<file path="src/rtl/link_attr_pkg.sv">
package link_attr_pkg;

    localparam int ADDR_W       = 8;
    localparam int DATA_W       = 16;
    localparam int LANE_W       = 3;
    localparam int HRST_W       = 10;
    localparam int TRAIL_W      = 8;
    localparam int SYNC_W       = 8;
    localparam int TS_W         = 16;
    localparam int TS_GROUPS    = 3;
    localparam int TS_PER_GROUP = 4;
    localparam int TS_NUM       = TS_GROUPS * TS_PER_GROUP;

    // attribute slot order
    localparam int IDX_CAP_TX  = 0;
    localparam int IDX_CAP_RX  = 1;
    localparam int IDX_ACT_TX  = 2;
    localparam int IDX_ACT_RX  = 3;
    localparam int IDX_HRST    = 4;
    localparam int IDX_TRAIL   = 5;
    localparam int IDX_TS0     = 6;
    localparam int IDX_SYNC    = IDX_TS0 + TS_NUM;
    localparam int NUM_ATTR    = IDX_SYNC + 1;
    localparam int IDX_W       = $clog2(NUM_ATTR);

    localparam logic [ADDR_W-1:0] A_HRST    = 8'h08;
    localparam logic [ADDR_W-1:0] A_TRAIL   = 8'h10;
    localparam logic [ADDR_W-1:0] A_TS_BASE = 8'h20;
    localparam logic [ADDR_W-1:0] A_SYNC    = 8'h30;

    typedef struct packed {
        logic             hit;
        logic             ro;
        logic [IDX_W-1:0] idx;
    } dec_t;

    function automatic int attr_width(int i);
        if (i <= IDX_ACT_RX)   return LANE_W;
        else if (i == IDX_HRST)  return HRST_W;
        else if (i == IDX_TRAIL) return TRAIL_W;
        else if (i == IDX_SYNC)  return SYNC_W;
        else                     return TS_W;
    endfunction

    function automatic logic [ADDR_W-1:0] attr_addr(int i);
        if (i <= IDX_ACT_RX)   return ADDR_W'(i);
        else if (i == IDX_HRST)  return A_HRST;
        else if (i == IDX_TRAIL) return A_TRAIL;
        else if (i == IDX_SYNC)  return A_SYNC;
        else                     return A_TS_BASE + ADDR_W'(i - IDX_TS0);
    endfunction

    function automatic logic attr_is_ro(int i);
        return (i == IDX_CAP_TX) || (i == IDX_CAP_RX);
    endfunction

    function automatic dec_t attr_decode_fn(logic [ADDR_W-1:0] a);
        dec_t d;
        d = '0;
        for (int i = 0; i < NUM_ATTR; i++) begin
            if (attr_addr(i) == a) begin
                d.hit = 1'b1;
                d.ro  = attr_is_ro(i);
                d.idx = IDX_W'(i);
            end
        end
        return d;
    endfunction

endpackage

</file>
<file path="src/rtl/link_attr_decode.sv">
module link_attr_decode
    import link_attr_pkg::*;
(
    input  logic [ADDR_W-1:0]   addr,
    output dec_t                dec,
    output logic [NUM_ATTR-1:0] sel
);
    always_comb begin
        dec = attr_decode_fn(addr);
        sel = '0;
        if (dec.hit) sel[dec.idx] = 1'b1;
    end
endmodule

</file>
<file path="src/rtl/link_attr_cell.sv">
module link_attr_cell #(
    parameter int             W   = 8,
    parameter logic [W-1:0]   RST = '0
) (
    input  logic         clk,
    input  logic         rst,
    input  logic         wr,
    input  logic [W-1:0] wdata,
    input  logic         commit,
    output logic [W-1:0] shadow,
    output logic [W-1:0] eff
);
    always_ff @(posedge clk) begin
        if (rst) begin
            shadow <= RST;
            eff    <= RST;
        end else begin
            if (wr)     shadow <= wdata;
            if (commit) eff    <= shadow;
        end
    end
endmodule

</file>
<file path="src/rtl/link_attr_rdmux.sv">
module link_attr_rdmux
    import link_attr_pkg::*;
(
    input  dec_t                             dec,
    input  logic                             sel_eff,
    input  logic [NUM_ATTR-1:0][DATA_W-1:0]  shadow_all,
    input  logic [NUM_ATTR-1:0][DATA_W-1:0]  eff_all,
    output logic [DATA_W-1:0]                rd_data
);
    always_comb begin
        rd_data = '0;
        for (int i = 0; i < NUM_ATTR; i++) begin
            if (dec.hit && dec.idx == IDX_W'(i))
                rd_data = sel_eff ? eff_all[i] : shadow_all[i];
        end
    end
endmodule

</file>
<file path="src/rtl/link_attr_bank.sv">
module link_attr_bank
    import link_attr_pkg::*;
#(
    parameter int TX_LANES    = 8,
    parameter int RX_LANES    = 4,
    parameter int HRST_RST    = 100,
    parameter int TRAIL_RST   = 16,
    parameter int SYNC_RST    = 32,
    parameter int P1_TS_RST   = 16,
    parameter int P2_TS_RST   = 64,
    parameter int P3R_TS_RST  = 1024
) (
    input  logic                     clk,
    input  logic                     rst,
    input  logic                     wr_en,
    input  logic [ADDR_W-1:0]        addr,
    input  logic [DATA_W-1:0]        wr_data,
    input  logic                     rd_sel_eff,
    output logic [DATA_W-1:0]        rd_data,
    input  logic                     lp_enter,
    output logic [LANE_W-1:0]        cap_max_tx,
    output logic [LANE_W-1:0]        cap_max_rx,
    output logic [LANE_W-1:0]        eff_active_tx,
    output logic [LANE_W-1:0]        eff_active_rx,
    output logic [HRST_W-1:0]        eff_hard_reset_us,
    output logic [TRAIL_W-1:0]       eff_px_clk_trail,
    output logic [SYNC_W-1:0]        eff_sync_freq,
    output logic [TS_NUM*TS_W-1:0]   eff_ts_cnt
);
    localparam int TX_LOG2 = $clog2(TX_LANES);
    localparam int RX_LOG2 = $clog2(RX_LANES);

    function automatic logic [DATA_W-1:0] rst_val(int i);
        int g;
        if (i == IDX_CAP_TX || i == IDX_ACT_TX) return DATA_W'(TX_LOG2);
        if (i == IDX_CAP_RX || i == IDX_ACT_RX) return DATA_W'(RX_LOG2);
        if (i == IDX_HRST)  return DATA_W'(HRST_RST);
        if (i == IDX_TRAIL) return DATA_W'(TRAIL_RST);
        if (i == IDX_SYNC)  return DATA_W'(SYNC_RST);
        g = (i - IDX_TS0) / TS_PER_GROUP;
        if (g == 0) return DATA_W'(P1_TS_RST);
        if (g == 1) return DATA_W'(P2_TS_RST);
        return DATA_W'(P3R_TS_RST);
    endfunction

    dec_t                            dec;
    logic [NUM_ATTR-1:0]             sel;
    logic [NUM_ATTR-1:0][DATA_W-1:0] shadow_q;
    logic [NUM_ATTR-1:0][DATA_W-1:0] eff_q;

    link_attr_decode u_dec (
        .addr (addr),
        .dec  (dec),
        .sel  (sel)
    );

    for (genvar i = 0; i < NUM_ATTR; i++) begin : g_attr
        localparam int               W  = attr_width(i);
        localparam logic [DATA_W-1:0] RV = rst_val(i);
        localparam logic [W-1:0]     RW = RV[W-1:0];
        if (attr_is_ro(i)) begin : g_ro
            assign shadow_q[i] = DATA_W'(RW);
            assign eff_q[i]    = DATA_W'(RW);
        end else begin : g_rw
            logic [W-1:0] sh;
            logic [W-1:0] ef;
            link_attr_cell #(.W(W), .RST(RW)) u_cell (
                .clk    (clk),
                .rst    (rst),
                .wr     (wr_en & sel[i]),
                .wdata  (wr_data[W-1:0]),
                .commit (lp_enter),
                .shadow (sh),
                .eff    (ef)
            );
            assign shadow_q[i] = DATA_W'(sh);
            assign eff_q[i]    = DATA_W'(ef);
        end
    end

    link_attr_rdmux u_rd (
        .dec        (dec),
        .sel_eff    (rd_sel_eff),
        .shadow_all (shadow_q),
        .eff_all    (eff_q),
        .rd_data    (rd_data)
    );

    assign cap_max_tx        = eff_q[IDX_CAP_TX][LANE_W-1:0];
    assign cap_max_rx        = eff_q[IDX_CAP_RX][LANE_W-1:0];
    assign eff_active_tx     = eff_q[IDX_ACT_TX][LANE_W-1:0];
    assign eff_active_rx     = eff_q[IDX_ACT_RX][LANE_W-1:0];
    assign eff_hard_reset_us = eff_q[IDX_HRST][HRST_W-1:0];
    assign eff_px_clk_trail  = eff_q[IDX_TRAIL][TRAIL_W-1:0];
    assign eff_sync_freq     = eff_q[IDX_SYNC][SYNC_W-1:0];

    for (genvar j = 0; j < TS_NUM; j++) begin : g_ts
        assign eff_ts_cnt[j*TS_W +: TS_W] = eff_q[IDX_TS0+j][TS_W-1:0];
    end
endmodule

</file>
<file path="config.mk">
export PLATFORM = sky130hd
export DESIGN_NAME = link_attr_bank
export DESIGN_NICKNAME = d
export VERILOG_FILES = /design/src/rtl/link_attr_pkg.sv /design/src/rtl/link_attr_decode.sv /design/src/rtl/link_attr_cell.sv /design/src/rtl/link_attr_rdmux.sv /design/src/rtl/link_attr_bank.sv
export SDC_FILE = /design/constraint.sdc
export NUM_CORES = 1
export LEC_CHECK = 0
export BUFFER_PORTS_ARGS = -buffer_cell sky130_fd_sc_hd__buf_2
export CORE_MARGIN = 1
export CORE_UTILIZATION = 25
export DETAILED_ROUTE_END_ITERATION = 10
export PLACE_DENSITY = 0.44
export SLEW_MARGIN = 20
export SYNTH_ARGS = -nofsm -noshare
export SYNTH_HDL_FRONTEND = slang
export SYNTH_SLANG_ARGS = --single-unit
</file>
<file path="constraint.sdc">
create_clock -name clk -period 5.7 [get_ports clk]
set_input_delay 0 -clock clk [delete_from_list [all_inputs] [get_ports clk]]
set_output_delay 0 -clock clk [all_outputs]
set_load 0.1 [all_outputs]
</file>
==> flow_metrics.tcl, run 1 <==
set metrics [dict create \
    ys_ff_latch 448 \
    netlist_area_sq_mm 0.0202 \
    path_clk_slew_ns 0.06 \
    grt_max_degree 148 \
    grt-ovfl-total 0 \
    cts-resized-gates 0 \
    ant_nets 0 \
    worst_hold_path_type "input port to flip-flop" \
    tns_ns 0 \
    wl_um 86900 \
    clockBufferDepth 3 \
    cap_violations 0 \
    clkPwrFrac_pct 48.3 \
    detail_route.first_pass.iterations 7 \
    crit_path_frequent_cell "buf_2" \
    synthDistinctLibCells 64 \
    crit_buf_inv 2 \
    slowest_stage "nor4_1" \
    ioPinCount 275 \
    grt_pass1_vias 16800 \
    dp.cells 3427 \
    drc_errors 0 \
    drtIter0Drc 1587 \
    cp-end-kind "output port" \
    holdBufCountCts 17 \
    timing.fmax_mhz 271 \
    syn-instance-count 2274 \
    cp_data_required_time_ns 5.70 \
    cts_buffers 53 \
    synth-async-reset-ratio_pct 0 \
    dp_hpwl_um 61100 \
    final_hold_viol_count 0 \
    place_congestion 0.905 \
    ys.flop_type "dfxtp_1" \
    final_cells 3544 \
    p_sw_w 0.00178 \
    period_needed_ns 3.69 \
    cpLargestDelayFamily "simple AND/OR/NAND/NOR gates" \
    p_seq_share_pct 44.7 \
    die-area_sq_mm 0.0820 \
    rsz0062_at_grt "false" \
    clock_skew_ns 0.0225 \
    cts_tree "yes" \
    synth_edf_count 0 \
    relSlewSlack_pct 27.8 \
    start_util_pct 25.4 \
    ys_seq_area_share_pct 44.3 \
    critPathMaxFanout 17 \
    critPathKind "input port to output port" \
    path_cells "buf_2 > nor4b_4 > nand2_1 > nor4_1 > a21oi_1 > a211oi_1 > o221ai_1 > buf_2" \
    max_stage_delay_ns 0.88 \
    total_power_w 0.00705 \
    status "finished clean" \
    dieHeight_um 286 \
    worst_pin_slew_ns 1.07 \
    antenna_found_initial 9 \
    swShare_pct 25.2 \
    power.leakage_nw 9.96 \
    vdd_drop_max_v 0.000221 \
    grt_pass1_wl_um 124000 \
    clock_latency_ns 0.61 \
    setup_viol 0 \
    post-place-ws_ns 2.14 \
    root_buffer "clkbuf_16" \
    grtUsageTotal_pct 20.6 \
    start_kind "input port" \
    ys.warnings.count 0 \
    nets 2480 \
    p_int_w 0.00528 \
    fin_crit_sh_pct 64.7 \
    dieWidth_um 286 \
    rows 103 \
    final_layout_size_suffix_gt1_share_pct 18.0 \
    cp.arrival_ns 3.69 \
    post_cts_buffers 0 \
    syn-mean-instance-area_sq_um 8.89 \
    wire_per_inst_um 24.5 \
    coreArea_sq_mm 0.0795 \
    worst_slack_ns 2.01 \
    final_core_util_pct 30.4 \
    vias_per_cell 5.02 \
    powerDensity_mw_per_mm2 291 \
    area_growth_pct 19.6 \
    pwr-share-comb_pct 7.0 \
    num_vias 17800 \
    drv_slew 0 \
    portBuffers 268 \
    clock_sinks 448 \
    htree_levels 2 \
]
-- layer usage --
layer | global-route usage [%] | vias to the layer above | share of wire, %
li1 | - | 8261 | -
met1 | 28.9 | 8778 | 45
met2 | 32.7 | 618 | 46
met3 | 3.86 | 112 | 6.9
met4 | 4.37 | 14 | 1.9
met5 | 0 | - | 0.11
-- worst reg2reg max path, delay by kind of cell (launching register included) --
| kind | cells | cell delay [ns] |
|---|---|---|
| AO/OA/AOI/OAI | 1 | 0.24 |
| flip-flops | 1 | 0.39 |
| AND/OR/NAND/NOR | 1 | 0.17 |
-- kinds of logic after synthesis --
group | after synthesis | synth area share [%]
AO/OA/AOI/OAI | 387 | 11.5
AND/OR/NAND/NOR | 813 | 17.5
other | 2 | 0.0371
multiplexers | 427 | 22.3
XOR/XNOR | 1 | 0.0433
flip-flops | 448 | 44.3
buffers and inverters | 196 | 4.32
-- worst paths after layout --
kind / from / to / slack (ns) / depth (start not counted)
setup / recovery: addr[4] / rd_data[3] / 2.01 / 8
hold / removal: lp_enter / g_attr[5].g_rw.u_cell.eff[5] / 0.02 / 3
setup reg to reg: g_attr[2].g_rw.u_cell.eff[1] / g_attr[2].g_rw.u_cell.eff[1] / 4.79 / 2
hold reg to reg: g_attr[9].g_rw.u_cell.shadow[9] / g_attr[9].g_rw.u_cell.shadow[9] / 0.46 / 2
-- per-stage QoR --
stage                     hold WS, ns  area, sq um
after detailed placement        0.457        22300
final                          0.0150        24200
after CTS                      0.0208        24200
after global placement          0.449        22300
after floorplan                 0.129        20200
after global routing           0.0424        24200
-- cell type report --
cell class	count	area [sq um]
clock buffers	86	1650
inverters	9	33.8
repair buffers	305	1740
fillers	8423	55300
multi-input cells	1634	10400
flip-flops and latches	448	8970
diodes	2	5.00
clock inverters	10	82.6
well taps	1050	1310
-- synthesized netlist by cell type, types with 9 or more instances --
cell type	count	area (sq um)
dfxtp_1	448	8970
nand2_1	401	1510
mux2i_1	372	3720
nor2_1	254	953
a21oi_1	220	1100
clkbuf_1	105	394
nand3_1	60	300
mux2_2	41	462
buf_2	39	195
nor2b_1	31	194
o21ai_0	31	155
a211o_1	30	263
o22ai_1	26	163
buf_1	23	86.3
buf_4	16	120
mux4_2	14	315
nor3_1	13	65.1
o221ai_1	13	114
a211oi_1	9	67.6
inv_1	9	33.8
-- state kept, by name, summed over array words and instances (netlist names) --
name                       cells
g_attr.g_rw.u_cell.shadow    224
g_attr.g_rw.u_cell.eff       224
-- cells in the final DEF, fill, tap and decap left out, types with 4 or more instances in the layout --
| master | count |
|---|---|
| a211o_1 | 30 |
| a211oi_1 | 9 |
| a21oi_1 | 220 |
| a221o_1 | 6 |
| a221oi_1 | 4 |
| a22oi_1 | 8 |
| a31oi_1 | 4 |
| a32oi_1 | 4 |
| buf_2 | 265 |
| buf_4 | 15 |
| clkbuf_1 | 15 |
| clkbuf_16 | 55 |
| clkbuf_8 | 17 |
| clkinv_2 | 7 |
| conb_1 | 6 |
| dfxtp_1 | 448 |
| dlygate4sd3_1 | 17 |
| inv_1 | 9 |
| mux2_2 | 41 |
| mux2i_1 | 372 |
| mux4_2 | 14 |
| nand2_1 | 401 |
| nand2b_1 | 7 |
| nand3_1 | 60 |
| nand3b_1 | 6 |
| nand4_1 | 6 |
| nor2_1 | 253 |
| nor2b_1 | 31 |
| nor3_1 | 13 |
| nor3_2 | 7 |
| nor4_4 | 5 |
| o2111ai_1 | 4 |
| o211ai_1 | 8 |
| o21ai_0 | 31 |
| o221ai_1 | 13 |
| o22ai_1 | 26 |
| o2bb2ai_1 | 4 |
-- power groups by stage --
| stage | Sequential (W) | Clock (W) | Combinational (W) |
|---|---|---|---|
| floorplan | 0.00327 | 0 | 0.000289 |
| global placement | 0.00322 | 0 | 0.000480 |
| detailed placement | 0.00322 | 0 | 0.000483 |
| CTS | 0.00315 | 0.00348 | 0.000494 |
| global route | 0.00315 | 0.00361 | 0.000513 |
| finish | 0.00315 | 0.00340 | 0.000495 |
No activity file was read; power rests on OpenSTA's default activity.
==> run 2, diff against run 1 <==
- ABC_AREA: not set -> 1
- clock period: 5.7 -> 3.8 ns (I/O delays scaled with it)
==> run 2 against run 1 <==
Effect of this change:
- cell count is 11% higher
- clock-buffer cell count is 2 lower
- sequential share of layout area is 0.77 points higher
- non-clock buffer count is 34 higher
- clock power is 56% higher
- register-to-register slack worse by 2.2 ns
- sequential power is 57% higher
- highest routed layer unchanged
==> flow_metrics.tcl, run 2 <==
set metrics [dict create \
    synth_edf_count 0 \
    start_kind "flip-flop" \
    worst_pin_slew_ns 1.16 \
    drc_errors 0 \
    status "finished clean" \
    antenna_found_initial 7 \
    die-area_sq_mm 0.0789 \
    synth-async-reset-ratio_pct 0 \
    num_vias 19500 \
    area_growth_pct 21.8 \
    coreArea_sq_mm 0.0765 \
    ant_nets 0 \
    root_buffer "clkbuf_16" \
    path_clk_slew_ns 0.06 \
    ys_ff_latch 448 \
    synth_top_cell_by_area "dfxtp_1" \
    cp.arrival_ns 3.45 \
    setup_viol 0 \
    synth_top_cells_by_area "dfxtp_1 46%, o21ai_0 12%, a21oi_1 8.0%, nand2_1 7.2%, nor2_1 6.7%" \
    grtUsageTotal_pct 21.8 \
    ys_top_cells_by_count "467 x o21ai_0, 448 x dfxtp_1, 372 x nand2_1, 349 x nor2_1, 312 x a21oi_1" \
    syn-mean-instance-area_sq_um 7.27 \
    cp_data_required_time_ns 3.80 \
    final_cell_mix "467 x o21ai_0, 448 x dfxtp_1, 371 x nand2_1" \
    grt_pass1_wl_um 127000 \
    nets 2895 \
    powerDensity_mw_per_mm2 507 \
    grt_max_degree 189 \
    place_congestion 0.889 \
    synthDistinctLibCells 37 \
    grt-ovfl-total 0 \
    cap_violations 0 \
    cts_tree "yes" \
    nFillCells 8373 \
    worst_slack_ns 0.350 \
    tns_ns 0 \
    clock_latency_ns 0.60 \
    portBuffers 268 \
    final_hold_viol_count 0 \
    wire_per_inst_um 22.5 \
    drv_slew 0 \
    dieWidth_um 281 \
    cts_buffers 54 \
    grt_pass1_vias 18000 \
    ys.warnings.count 0 \
    vias_per_cell 4.96 \
    ys.flop_type "dfxtp_1" \
    largest_registers "g_attr.g_rw.u_cell.eff x224, g_attr.g_rw.u_cell.shadow x224" \
    wl_um 88700 \
    critPathMaxFanout 3 \
    final_core_util_pct 31.0 \
    critPathKind "flip-flop to output port" \
    start_util_pct 25.4 \
    final_layout_size_suffix_gt1_share_pct 17.0 \
    clock_sinks 448 \
    synth_most_common_cell "o21ai_0" \
    dieHeight_um 281 \
    cp-end-kind "output port" \
    period_needed_ns 3.45 \
    rows 101 \
    synth_top_area_share_pct 46.1 \
    fin_crit_sh_pct 90.8 \
    detail_route.first_pass.iterations 8 \
    dp_hpwl_um 61100 \
    worst_hold_path_type "input port to flip-flop" \
    post-place-ws_ns 0.640 \
    clock_skew_ns 0.0124 \
    ys_seq_area_share_pct 46.1 \
    htree_levels 2 \
    rsz0062_at_grt "false" \
    final_common_cell "o21ai_0" \
    ioPinCount 275 \
    syn-instance-count 2676 \
    timing.fmax_mhz 290 \
    clockBufferDepth 3 \
    power.leakage_nw 9.98 \
    relSlewSlack_pct 22.6 \
    netlist_area_sq_mm 0.0195 \
    vdd_drop_max_v 0.000330 \
    drtIter0Drc 1758 \
]
-- run 2: final timing paths --
| kind | cells past startpoint | to | startpoint | slack, ns |
|---|---|---|---|---|
| min | 6 | g_attr[3].g_rw.u_cell.shadow[1] | addr[6] | 0.06 |
| max | 11 | rd_data[4] | g_attr[4].g_rw.u_cell.eff[4] | 0.35 |
| max reg2reg | 3 | g_attr[16].g_rw.u_cell.shadow[9] | g_attr[16].g_rw.u_cell.shadow[9] | 2.58 |
| min reg2reg | 2 | g_attr[11].g_rw.u_cell.eff[3] | g_attr[11].g_rw.u_cell.shadow[3] | 0.46 |
-- run 2: worst max-delay path, cell delays in order, from the launching register on --
cell,delay (ns)
dfxtp_1,0.36
or2_2,0.31
o211ai_1,0.09
o21ai_0,0.20
nor3_1,0.39
nand3_1,0.26
nor3_1,0.21
buf_4,0.16
nand4_1,0.23
nand2_1,0.23
nand4_1,0.10
buf_2,0.30
-- run 2: what timing repair did --
action | in CTS | in global routing
hold endpoints to repair | 105 | 0
resized for setup | 0 | 0
setup endpoints to repair | 0 | 0
hold buffers | 23 | 0
setup buffers | 0 | 0
-- run 2: layout make-up --
type | count | area (sq um) | share of cell area, %
timing repair buffer | 339 | 2000 | 8.43
clock buffer | 84 | 1650 | 6.95
inverter | 178 | 686 | 2.89
tap | 1030 | 1290 | 5.44
antenna | 1 | 2.50 | 0.0106
clock inverter | 15 | 156 | 0.660
sequential | 448 | 8970 | 37.8
multi-input combinational | 1845 | 8950 | 37.8
-- run 2: kinds of logic after synthesis --
logic type / after synthesis / share of synthesized area, %
buffers and inverters: 387 / 7.97
muxes: 7 / 0.360
AOI/OAI and AO/OA: 941 / 26.2
and+or+nand+nor: 891 / 19.3
other: 2 / 0.0386
DFF: 448 / 46.1
-- run 2: per-stage QoR --
stage | instances | total power, W | area [sq um] | hold slack, ns
2_1_floorplan | 2680 | 0.00633 | 19500 | 0.126
3_3_place_gp | 3817 | 0.00680 | 21700 | 0.303
3_5_place_dp | 3817 | 0.00681 | 21700 | 0.338
4_1_cts | 3939 | 0.0121 | 23700 | 0.00938
5_1_grt | 3939 | 0.0124 | 23700 | 0.0923
6_report | 3940 | 0.0120 | 23700 | 0.0634
-- run 2: per-layer routing --
metal | global-route usage, % | vias up | routed length, um
met1 | 29.2 | 9336 | 39100
met5 | 0 | - | 40
li1 | - | 9387 | -
met2 | 35.5 | 684 | 41300
met4 | 6.29 | 6 | 2460
met3 | 3.98 | 111 | 5770
-- run 2: power breakdown --
| part | internal (W) | leakage [nW] | switching, W | total, W |
|---|---|---|---|---|
| logic | 0.000267 | 5.44 | 0.00150 | 0.00177 |
| clock network | 0.00317 | 0.892 | 0.00213 | 0.00530 |
| registers | 0.00482 | 3.65 | 0.000125 | 0.00495 |
==> run 3, diff against run 2 <==
- CELL_PAD_IN_SITES_DETAIL_PLACEMENT: not set -> 0
- CELL_PAD_IN_SITES_GLOBAL_PLACEMENT: not set -> 1
- HOLD_SLACK_MARGIN: not set -> 0.08
- PLACE_DENSITY: 0.44 -> 0.56
==> run 3 against run 2 <==
Effect of this change:
- core utilization decreased by 0.090 points
- clock skew increased by 0.013 ns
- die area unchanged
- cell count about the same
- largest cell class unchanged
- highest routed layer unchanged
- largest power group is now registers
==> flow_metrics.tcl, run 3 (same netlist as run 2, synthesis figures left out) <==
set metrics [dict create \
    status "finished clean" \
    final_hold_viol_count 0 \
    final_cell_mix "467 x o21ai_0, 448 x dfxtp_1, 372 x nand2_1" \
    worst_hold_path_type "input port to flip-flop" \
    drc_errors 0 \
    grt-ovfl-total 0 \
    final_layout_size_suffix_gt1_share_pct 16.8 \
    nets 2898 \
    final_core_util_pct 30.9 \
    dieWidth_um 281 \
    vias_per_cell 4.98 \
    htree_levels 2 \
    antenna_found_initial 7 \
    fin_crit_sh_pct 99.1 \
    start_util_pct 25.4 \
    r2r_cells 3 \
    ioPinCount 275 \
    grt_pass1_vias 18500 \
    num_vias 19600 \
    area_growth_pct 21.5 \
    path_clk_slew_ns 0.06 \
    tns_ns 0 \
    clock_skew_ns 0.0250 \
    detail_route.first_pass.iterations 6 \
    drv_slew 0 \
    drtIter0Drc 1735 \
    setup_viol 0 \
    cp-end-kind "output port" \
    vdd_drop_max_v 0.000311 \
    grt_max_degree 135 \
    dieHeight_um 281 \
    cts_tree "yes" \
    largest_registers "g_attr.g_rw.u_cell.eff x224, g_attr.g_rw.u_cell.shadow x224" \
    dp_hpwl_um 62000 \
    r2r-start "g_attr[16].g_rw.u_cell.shadow[13]" \
    wire_per_inst_um 22.9 \
    cp_data_required_time_ns 3.80 \
    clockBufferDepth 3 \
    holdPathEnd "g_attr[4].g_rw.u_cell.eff[6]" \
    relSlewSlack_pct 24.0 \
    hold_start "lp_enter" \
    root_buffer "clkbuf_16" \
    ant_nets 0 \
    clock_latency_ns 0.62 \
    grt_pass1_wl_um 130000 \
    timing.hold.ws_ns 0.0772 \
    power.leakage_nw 9.92 \
    critPathMaxFanout 8 \
    cts_buffers 51 \
    timing.fmax_mhz 266 \
    critPathKind "input port to output port" \
    portBuffers 268 \
    wl_um 90300 \
    place_congestion 0.840 \
    rows 101 \
    clock_sinks 448 \
    powerDensity_mw_per_mm2 493 \
    die-area_sq_mm 0.0789 \
    worst_pin_slew_ns 1.14 \
    final_common_cell "o21ai_0" \
    grtUsageTotal_pct 22.3 \
    start_kind "input port" \
    rsz0062_at_grt "false" \
    cap_violations 0 \
    rrSetupSlack_ns 2.62 \
    total_power_w 0.0116 \
    coreArea_sq_mm 0.0765 \
    cp.arrival_ns 3.76 \
    period_needed_ns 3.76 \
    hold_depth 3 \
    crit-reg2reg-capture "g_attr[16].g_rw.u_cell.shadow[13]" \
]
## run 3: what timing repair did
action | 4_1_cts | 5_1_grt
hold endpoints to repair | 103 | 0
hold buffers | 27 | 0
resized for setup | 1 | 4
buffers inserted | 0 | 5
pin swaps | 0 | 1
endpoints found under the setup margin | 1 | 5
## run 3: area by class of cell
class / count / area (sq um)
antenna: 3 / 7.51
tap: 1030 / 1290
clock inverter: 6 / 70.1
clock buffer: 83 / 1560
fill: 8323 / 52800
inverter: 178 / 692
timing repair buffer: 345 / 2080
sequential: 448 / 8970
multi-input combinational: 1845 / 8970
## run 3: how the worst max path moves through the flow
stage	start	endpoint	slack, ns	cells after the start
finish	addr[4]	rd_data[3]	0.04	16
global route	addr[1]	rd_data[4]	0.02	16
CTS	addr[6]	rd_data[1]	0.01	14
detailed placement	rd_sel_eff	rd_data[3]	0.30	13
global placement	rd_sel_eff	rd_data[3]	0.28	13
floorplan	g_attr[4].g_rw.u_cell.eff[8]	rd_data[8]	0.56	16
## run 3: through the flow
| stage | setup slack [ns] | instance area (sq um) | cells |
|---|---|---|---|
| floorplan | 0.562 | 19500 | 2680 |
| global placement | 0.281 | 21700 | 3814 |
| detailed placement | 0.297 | 21700 | 3814 |
| CTS | 0.0128 | 23600 | 3930 |
| global route | 0.0177 | 23600 | 3936 |
| finish | 0.0356 | 23600 | 3938 |
## run 3: metal layers
layer | routed length [um] | share of wire [%] | vias to the layer above | global-route usage [%]
met5 | 9 | 0.010 | - | 0
met4 | 2470 | 2.7 | 2 | 6.67
met3 | 5140 | 5.7 | 113 | 3.04
met2 | 42300 | 47 | 681 | 36.6
met1 | 40400 | 45 | 9454 | 30.2
li1 | - | - | 9378 | -
## run 3: report_power, final
part,total (W),internal (W),switching (W)
Sequential,0.00496,0.00482,0.000138
Clock,0.00492,0.00285,0.00207
Combinational,0.00176,0.000273,0.00149
## run 3: critical path: stages
cell           delay (ns)
dlygate4sd3_1        0.56
buf_2                0.14
nor2_1               0.07
nand2_1              0.09
inv_1                0.12
nand2_1              0.20
inv_1                0.17
o211ai_1             0.11
o21ai_0              0.17
nor3_2               0.36
nand3_1              0.23
nor3_1               0.49
nand4_1              0.30
nand2_1              0.29
nand4_1              0.12
buf_2                0.31
